$ cat src/rtl/rxf_pkg.sv
// Package: shared constants for the receiver status flag unit.
// Assumes an 8-bit data bus and a 2-bit register address.
package rxf_pkg;
    localparam int DW = 8;
    localparam int AW = 2;

    // Register addresses
    localparam logic [AW-1:0] ADDR_STAT_A = 2'd0;
    localparam logic [AW-1:0] ADDR_STAT_B = 2'd1;
    localparam logic [AW-1:0] ADDR_DATA   = 2'd2;

    // Index of each flag in the status-A flag vector
    localparam int FI_PARITY = 0;
    localparam int FI_FRAME  = 1;
    localparam int FI_NOISE  = 2;
    localparam int FI_FULL   = 3;
    localparam int NFLAGS_A  = 4;

    // Bit positions in the status-A read value
    localparam int SA_PARITY = 0;
    localparam int SA_FRAME  = 1;
    localparam int SA_NOISE  = 2;
    localparam int SA_FULL   = 5;
endpackage

$ cat src/rtl/rxf_flag_cell.sv
// Module: one sticky status flag with a two-step clear.
// A snapshot strobe (the status read) arms the clear only if the flag is set
// at that moment; the next clear strobe (the data read) then drops the flag.
// A set strobe always wins over a clear in the same cycle.
// Assumes the snapshot and clear strobes never occur in the same cycle.
module rxf_flag_cell (
    input  logic clk,
    input  logic rst_n,
    input  logic set_i,
    input  logic snap_i,
    input  logic clr_i,
    output logic flag_o
);
    logic armed_q;

    // Flag state: set has priority, armed clear next, otherwise hold.
    always_ff @(posedge clk) begin
        if (!rst_n) begin
            flag_o <= 1'b0;
        end else if (set_i) begin
            flag_o <= 1'b1;
        end else if (clr_i && armed_q) begin
            flag_o <= 1'b0;
        end
    end

    // Arming: capture the flag at the snapshot, disarm on the clear.
    always_ff @(posedge clk) begin
        if (!rst_n) begin
            armed_q <= 1'b0;
        end else if (snap_i) begin
            armed_q <= flag_o;
        end else if (clr_i) begin
            armed_q <= 1'b0;
        end
    end
endmodule

$ cat src/rtl/rxf_break_guard.sv
// Module: break re-arm guard.
// Once a break strobe arrives, further breaks are masked until the line has
// been observed high. A break and a line-high in the same cycle leave the
// guard closed (the break is the later event on the line).
module rxf_break_guard (
    input  logic clk,
    input  logic rst_n,
    input  logic brk_i,
    input  logic line_high_i,
    output logic accept_o
);
    logic blocked_q;

    // Guard state: close on a break, reopen on an idle-high line.
    always_ff @(posedge clk) begin
        if (!rst_n) begin
            blocked_q <= 1'b0;
        end else if (brk_i) begin
            blocked_q <= 1'b1;
        end else if (line_high_i) begin
            blocked_q <= 1'b0;
        end
    end

    // Accept a break only while the guard is open.
    always_comb accept_o = brk_i && !blocked_q;
endmodule

$ cat src/rtl/rx_flag_unit.sv
// Module: status flag unit of an asynchronous serial receiver.
// Collects one-cycle event strobes from a receiver core into sticky flags,
// exposes them in two read-only status registers next to a data register,
// and drives enable-gated error interrupts.
// Assumes all strobes are synchronous to clk and one cycle wide, and that a
// byte-ready strobe and a break strobe never coincide.
module rx_flag_unit #(
    parameter int DW = rxf_pkg::DW,
    parameter int AW = rxf_pkg::AW
) (
    input  logic          clk,
    input  logic          rst_n,
    input  logic          ev_noise,
    input  logic          ev_frame,
    input  logic          ev_parity,
    input  logic          ev_break,
    input  logic          ev_ready,
    input  logic          ev_start,
    input  logic          ev_false,
    input  logic          ev_idle,
    input  logic          line_high,
    input  logic [DW-1:0] rx_data,
    input  logic          rx_in9,
    input  logic          mode9,
    input  logic          en_noise,
    input  logic          en_frame,
    input  logic          en_parity,
    input  logic          bus_rd,
    input  logic          bus_wr,
    input  logic [AW-1:0] bus_addr,
    input  logic [DW-1:0] bus_wdata,
    output logic [DW-1:0] bus_rdata,
    output logic [DW-1:0] tx_data,
    output logic          rx_bit9,
    output logic          irq_noise,
    output logic          irq_frame,
    output logic          irq_parity
);
    import rxf_pkg::*;

    logic                snap_a, snap_b, data_rd;
    logic [NFLAGS_A-1:0] set_a;
    logic [NFLAGS_A-1:0] flags_a;
    logic                noise_f, frame_f, parity_f, full_f;
    logic                brk_accept, break_f;
    logic                rip_q;
    logic [DW-1:0]       rx_buf_q;

    // Bus decode of the read strobes that drive the clear sequence.
    always_comb begin
        snap_a  = bus_rd && (bus_addr == ADDR_STAT_A);
        snap_b  = bus_rd && (bus_addr == ADDR_STAT_B);
        data_rd = bus_rd && (bus_addr == ADDR_DATA);
    end

    // Set sources of the status-A flags; a break also marks framing and full.
    always_comb begin
        set_a            = '0;
        set_a[FI_PARITY] = ev_parity;
        set_a[FI_FRAME]  = ev_frame || ev_break;
        set_a[FI_NOISE]  = ev_noise;
        set_a[FI_FULL]   = ev_ready || ev_break;
    end

    // One flag cell per status-A flag.
    for (genvar gi = 0; gi < NFLAGS_A; gi++) begin : g_flag_a
        rxf_flag_cell u_cell (
            .clk    (clk),
            .rst_n  (rst_n),
            .set_i  (set_a[gi]),
            .snap_i (snap_a),
            .clr_i  (data_rd),
            .flag_o (flags_a[gi])
        );
    end

    always_comb begin
        parity_f = flags_a[FI_PARITY];
        frame_f  = flags_a[FI_FRAME];
        noise_f  = flags_a[FI_NOISE];
        full_f   = flags_a[FI_FULL];
    end

    rxf_break_guard u_guard (
        .clk         (clk),
        .rst_n       (rst_n),
        .brk_i       (ev_break),
        .line_high_i (line_high),
        .accept_o    (brk_accept)
    );

    rxf_flag_cell u_break (
        .clk    (clk),
        .rst_n  (rst_n),
        .set_i  (brk_accept),
        .snap_i (snap_b),
        .clr_i  (data_rd),
        .flag_o (break_f)
    );

    // Reception in progress: set by a start edge, dropped by false start or idle.
    always_ff @(posedge clk) begin
        if (!rst_n) begin
            rip_q <= 1'b0;
        end else if (ev_start) begin
            rip_q <= 1'b1;
        end else if (ev_false || ev_idle) begin
            rip_q <= 1'b0;
        end
    end

    // Ninth bit: loaded with each byte, cleared by a break in nine-bit mode.
    always_ff @(posedge clk) begin
        if (!rst_n) begin
            rx_bit9 <= 1'b0;
        end else if (ev_ready) begin
            rx_bit9 <= rx_in9;
        end else if (ev_break && mode9) begin
            rx_bit9 <= 1'b0;
        end
    end

    // Data buffers: not reset, so their contents survive a reset.
    always_ff @(posedge clk) begin
        if (ev_ready) begin
            rx_buf_q <= rx_data;
        end
        if (bus_wr && (bus_addr == ADDR_DATA)) begin
            tx_data <= bus_wdata;
        end
    end

    // Read multiplexer.
    always_comb begin
        bus_rdata = '0;
        case (bus_addr)
            ADDR_STAT_A: begin
                bus_rdata[SA_PARITY] = parity_f;
                bus_rdata[SA_FRAME]  = frame_f;
                bus_rdata[SA_NOISE]  = noise_f;
                bus_rdata[SA_FULL]   = full_f;
            end
            ADDR_STAT_B: bus_rdata[1:0] = {break_f, rip_q};
            ADDR_DATA:   bus_rdata = rx_buf_q;
            default:     bus_rdata = '0;
        endcase
    end

    // Enable-gated error interrupts; break and progress flags never interrupt.
    always_comb begin
        irq_noise  = noise_f  && en_noise;
        irq_frame  = frame_f  && en_frame;
        irq_parity = parity_f && en_parity;
    end
endmodule

$ cat config.mk
export PLATFORM = sky130hd
export DESIGN_NAME = rx_flag_unit
export DESIGN_NICKNAME = d
export VERILOG_FILES = /design/src/rtl/rxf_pkg.sv /design/src/rtl/rxf_flag_cell.sv /design/src/rtl/rxf_break_guard.sv /design/src/rtl/rx_flag_unit.sv
export SDC_FILE = /design/constraint.sdc
export NUM_CORES = 1
export LEC_CHECK = 0
export ABC_AREA = 1
export BUFFER_PORTS_ARGS = -buffer_cell sky130_fd_sc_hd__buf_2
export CELL_PAD_IN_SITES_DETAIL_PLACEMENT = 1
export CELL_PAD_IN_SITES_GLOBAL_PLACEMENT = 2
export CORE_ASPECT_RATIO = 0.7
export CORE_UTILIZATION = 29
export CTS_BUF_LIST = sky130_fd_sc_hd__clkbuf_4
export DETAILED_ROUTE_END_ITERATION = 8
export PLACE_DENSITY = 0.87
export SYNTH_ARGS = -nofsm -noshare
export SYNTH_HDL_FRONTEND = slang
export SYNTH_SLANG_ARGS = --single-unit
$ cat constraint.sdc
create_clock -name clk -period 3.3 [get_ports clk]
set_input_delay 0.33 -clock clk [delete_from_list [all_inputs] [get_ports clk]]
set_output_delay 0.33 -clock clk [all_outputs]
set_load 0.03 [all_outputs]
## After elaboration in Yosys (flattened, before gate mapping)

Index checks and enable logic that the tools add are counted.

- Flip-flop bits (word level): 29
- Bits in latches: 0
- Memory bits (writable): 0
- ROM bits: 0
- Input port bits: 36
- Output and inout bits: 20
- Logic and storage cells: 73
- Memories: 0

- Add/sub/neg operators: 0
- $mul: 0
- Divide/modulo/power cells: 0
- Order comparisons: 0
- Equality and inequality tests: 2
- Shift operators: 0
- Multiplexer cells: 27
- Bitwise logic cells: 0
- Reductions and logical operators: 29

Operators with widths:

| kind | count |
|---|---|
| $mux 1 | 22 |
| $reduce_bool 2->1 | 10 |
| $logic_and 1x1->1 | 14 |
| $pmux 2 s3 | 1 |
| $mux 2 | 2 |
| $pmux 1 s2 | 2 |
| $logic_or 1x1->1 | 3 |
| $eq 2x1->1 const B | 1 |
| $eq 2x2->1 const B | 1 |
| $logic_not 2->1 | 1 |
| $logic_not 1->1 | 1 |

## Logic depth before layout (Yosys ltp)

- Word-level depth: 5
- Depth in mapped cells: 5
- Gate-level depth less buffers: 4

## Cells and area by module

A second synthesis with hierarchy kept.

- Cells, all modules: 137
- Area total of the unflattened synthesis: 1,212.4 µm²

Modules (own cells, without submodules):

| module | instances | cells an instance | area each (µm²) | seq. area each (µm²) |
|---|---|---|---|---|
| rx_flag_unit | 1 | 70 | 739.5 | 520.5 |
| rxf_flag_cell | 5 | 12 | 85.1 | 40.0 |
| rxf_break_guard | 1 | 7 | 47.5 | 20.0 |

## Worst setup path before layout

OpenSTA, ideal clock, no wires.

- Path type: in2reg
- Start point: input bus_addr[1]
- End point: register tx_data[0], enable pin
- Setup time: 0.371 ns
- Arrival: 1.051 ns
- Data required time: 2.929 ns
- Path slack: 1.878 ns
- Cell stages on the path: 5
- Path buffers: 1
- Cells stage by stage: buf_6 -> inv_2 -> nor2_4 -> inv_2 -> nor2_1

- Longest elaborated chain between the ends: 2

Ends and longest elaborated chain:

| item | RTL line | RTL |
|---|---|---|
| from (decl) | rx_flag_unit.sv:30 | `input logic [AW-1:0] bus_addr,` |
| $eq 2x2->1 | rx_flag_unit.sv:128 | `if (bus_wr && (bus_addr == ADDR_DATA)) begin` |
| $logic_and 1x1->1 | rx_flag_unit.sv:128 |  |
| to (signal assigned) | rx_flag_unit.sv:129 | `tx_data <= bus_wdata;` |
| to (decl) | rx_flag_unit.sv:33 | `output logic [DW-1:0] tx_data,` |

Every way passes these cells.
A chain may end at the register's enable or synchronous reset.

## Worst setup path in the final report

- Start point: input bus_addr[1]
- End point: output bus_rdata[1]

- Longest elaborated chain between the ends: 2
- Elaborated cells between the ends (all ways): 4
- Those cells by class: eq/ne: 2; mux: 1; reduce/logical: 1

Ends and longest elaborated chain:

| item | RTL line | RTL |
|---|---|---|
| $eq 2x2->1, or another cell as far along | rx_flag_unit.sv:136 | `case (bus_addr)` |
| $pmux 2 s3 (*) | rx_flag_unit.sv:136 |  |
| to (decl) | rx_flag_unit.sv:32 | `output logic [DW-1:0] bus_rdata,` |

Every way passes the cells marked *; elsewhere a longest branch is shown, timed or not.

==> results.toml <==
[run_status]
status = "finished clean"

[synth]
synthTopCellsByCount = "nand2_1, edfxtp_1, inv_1, nor2_1, dfxtp_1"
synth_edf_count = 16
yosysMostFrequentCell = "nand2_1"
syn_nets = 153
ys_ff_latch = 29
synthesis.area_um2 = 1170
seq_area_frac_synth = 0.630
synth_warnings = 0
yosys_most_used_dff = "edfxtp_1"
synth.avg_cell_area_um2 = 10.0
synth_area_leaders = "edfxtp_1, dfxtp_1, nand2_1, inv_1, nor2_1"
ys_async_sr_fraction = 0
yosys.area.top_type = "edfxtp_1"
yosysUniqueCellTypes = 19
synth_top_area_frac = 0.409
netlist_instances = 117

[clock_tree]
clock_sinks = 29
worst_skew_pair.late_latency_ps = 320
clock-root-buffer = "clkbuf_4"
clk_pin_slew_worst_paths_ps = 100
ctsResizeCount = 0
cts_tree = "yes"
postCtsSetupBuffers = 0
cts_buffer_depth = 2
postCtsHoldBufs = 0
cts.htree.levels = 2
cts_made_buffers = 5

[critical_path]
required_ps = 2970
path_max_fanout = 9
timing.rr.start = "rip_q"
worstRegToRegCells = 3
cp_cell_sequence = "buf_2 > inv_2 > nor2_4 > inv_2 > o211ai_2 > buf_2"
crit_slowest_cell = "buf_2"
path_class = "in -> out"
reg2reg_slack_ps = 2530
rr_endpoint = "rip_q"
path_buf_inv = 4
cp-end-kind = "output port"
critPathLaunchType = "input port"
critical_path_arrival_ps = 1210
max_stage_delay_ps = 220
startpoint = "bus_addr[1]"
crit_family = "buffers and inverters"

[finish]
nets = 211
antenna-diode-count = 0
drive_above_1_share = 0.398
nFillCells = 462
areaGrowthSynthToFinish_pct = 32.5
finish.utilization = 0.421

[hold_path]
min_from = "bus_wdata[5]"
hold_path_depth = 1
holdCritPathClass = "in -> reg"
whs_endpoint = "tx_data[5]"

[die]
core_area_um2 = 3690
initial_core_util = 0.318
fp-row-count = 18
die_w_um = 78.1
dieArea_um2 = 4310
fp.dieH_um = 55.3
pin_count = 56

[timing]
relSlewSlack = 0.543
finClkSkew_ps = 7.72
fmax_mhz = 648
hold_viol_final = 0
final_max_slew_viol_count = 0
setup_viol = 0
tns_ps = 0
worst_slew_pin_slew_ps = 683
period_needed_ps = 1540
rsz0062_at_grt = "false"
final.period_utilization = 0.468

[route]
viasPerCell = 4.37
drt-total-wl_um = 3040
drtIter0Drc = 41
ant_nets = 0
route.detailed.drc = 0
dr_total_vias = 987
wire_per_inst_um = 13.5
drt_pass1_iterations = 4

[global_route]
grt_max_degree = 13
track_usage = 0.156
grt_overflow = 0
antenna_found_initial = 0
grt_pass1_vias = 1063
grt_pass1_wl_um = 5070

[placed_design]
gp_congestion = 0.838
post-dp-hpwl_um = 2430
port-buffer-count = 55

[power]
power.total_uw = 805
powerDensity_nw_per_um2 = 517
p_leak_uw = 0.000737
peakVddDrop_v = 0.000238

[flow_run]
drv_cap = 0
==> placed cells by master, fill, tap and decap left out <==
cell,Yosys,final
nor3b_1,1,1
dfxtp_1,13,13
a21oi_1,10,10
nand2_1,22,22
bufinv_16,0,1
clkbuf_4,0,5
inv_2,4,4
nand4_1,6,6
nor2_1,14,14
buf_2,1,55
clkinvlp_4,0,1
a22o_1,2,2
nand3_1,6,6
edfxtp_1,16,16
nor2_4,1,1
a21oi_2,1,1
clkinv_1,0,1
o211ai_2,1,1
nor3_4,1,1
o21ai_0,1,1
inv_1,14,14
==> how the worst max path moves through the flow <==
stage	end	slack (ps)	cells after the start
6_report	bus_rdata[1]	1760	6
5_1_grt	bus_rdata[1]	1690	6
4_1_cts	bus_rdata[1]	1750	6
3_5_place_dp	tx_data[3]	1500	5
3_3_place_gp	tx_data[5]	1650	5
2_1_floorplan	tx_data[0]	1880	5
==> state kept, by name, summed over array words and instances (netlist names) <==
| signal | cells |
|---|---|
| rx_buf_q | 8 |
| u_break.armed_q | 1 |
| rip_q | 1 |
| u_break.flag_o | 1 |
| g_flag_a.u_cell.armed_q | 4 |
| tx_data | 8 |
| g_flag_a.u_cell.flag_o | 4 |
| rx_bit9 | 1 |
| u_guard.blocked_q | 1 |
==> where the power goes <==
| group | internal [uW] | switching, uW |
|---|---|---|
| registers | 403 | 9.86 |
| logic | 36.6 | 69.9 |
| clock network | 157 | 129 |
| total | 596 | 209 |
==> layer usage <==
layer,wire (um),up-vias,track usage
met3,144,3,0.0512
met1,1430,456,0.201
met4,17,0,0.0503
met5,0,-,0
met2,1450,25,0.248
li1,-,503,-
==> through the flow <==
step	setup WS (ps)	instance area, um^2	hold WS, ps	instances
floorplan	1880	1170	429	117
global placement	1650	1480	453	218
detailed placement	1500	1480	473	218
CTS	1750	1560	158	226
global route	1690	1560	145	226
finish	1760	1560	172	226
==> final cells by class <==
class                      count  area [um^2]  area share
tap                           50         62.6      0.0402
clock inverter                 3         41.3      0.0265
clock buffer                   5         37.5      0.0241
multi-input combinational     66          332       0.213
inverter                      18         67.6      0.0434
sequential                    29          741       0.476
timing repair buffer          55          275       0.177
==> kinds of logic (layout without fill, tap and decap cells) <==
group / count (synthesis) / after routing / share of synthesized area
flip-flops: 29 / 29 / 0.630
AND/OR/NAND/NOR: 51 / 51 / 0.202
buffers and inverters: 22 / 81 / 0.0873
AO/OA/AOI/OAI: 15 / 15 / 0.0799
No activity file was read; power rests on OpenSTA's default activity.
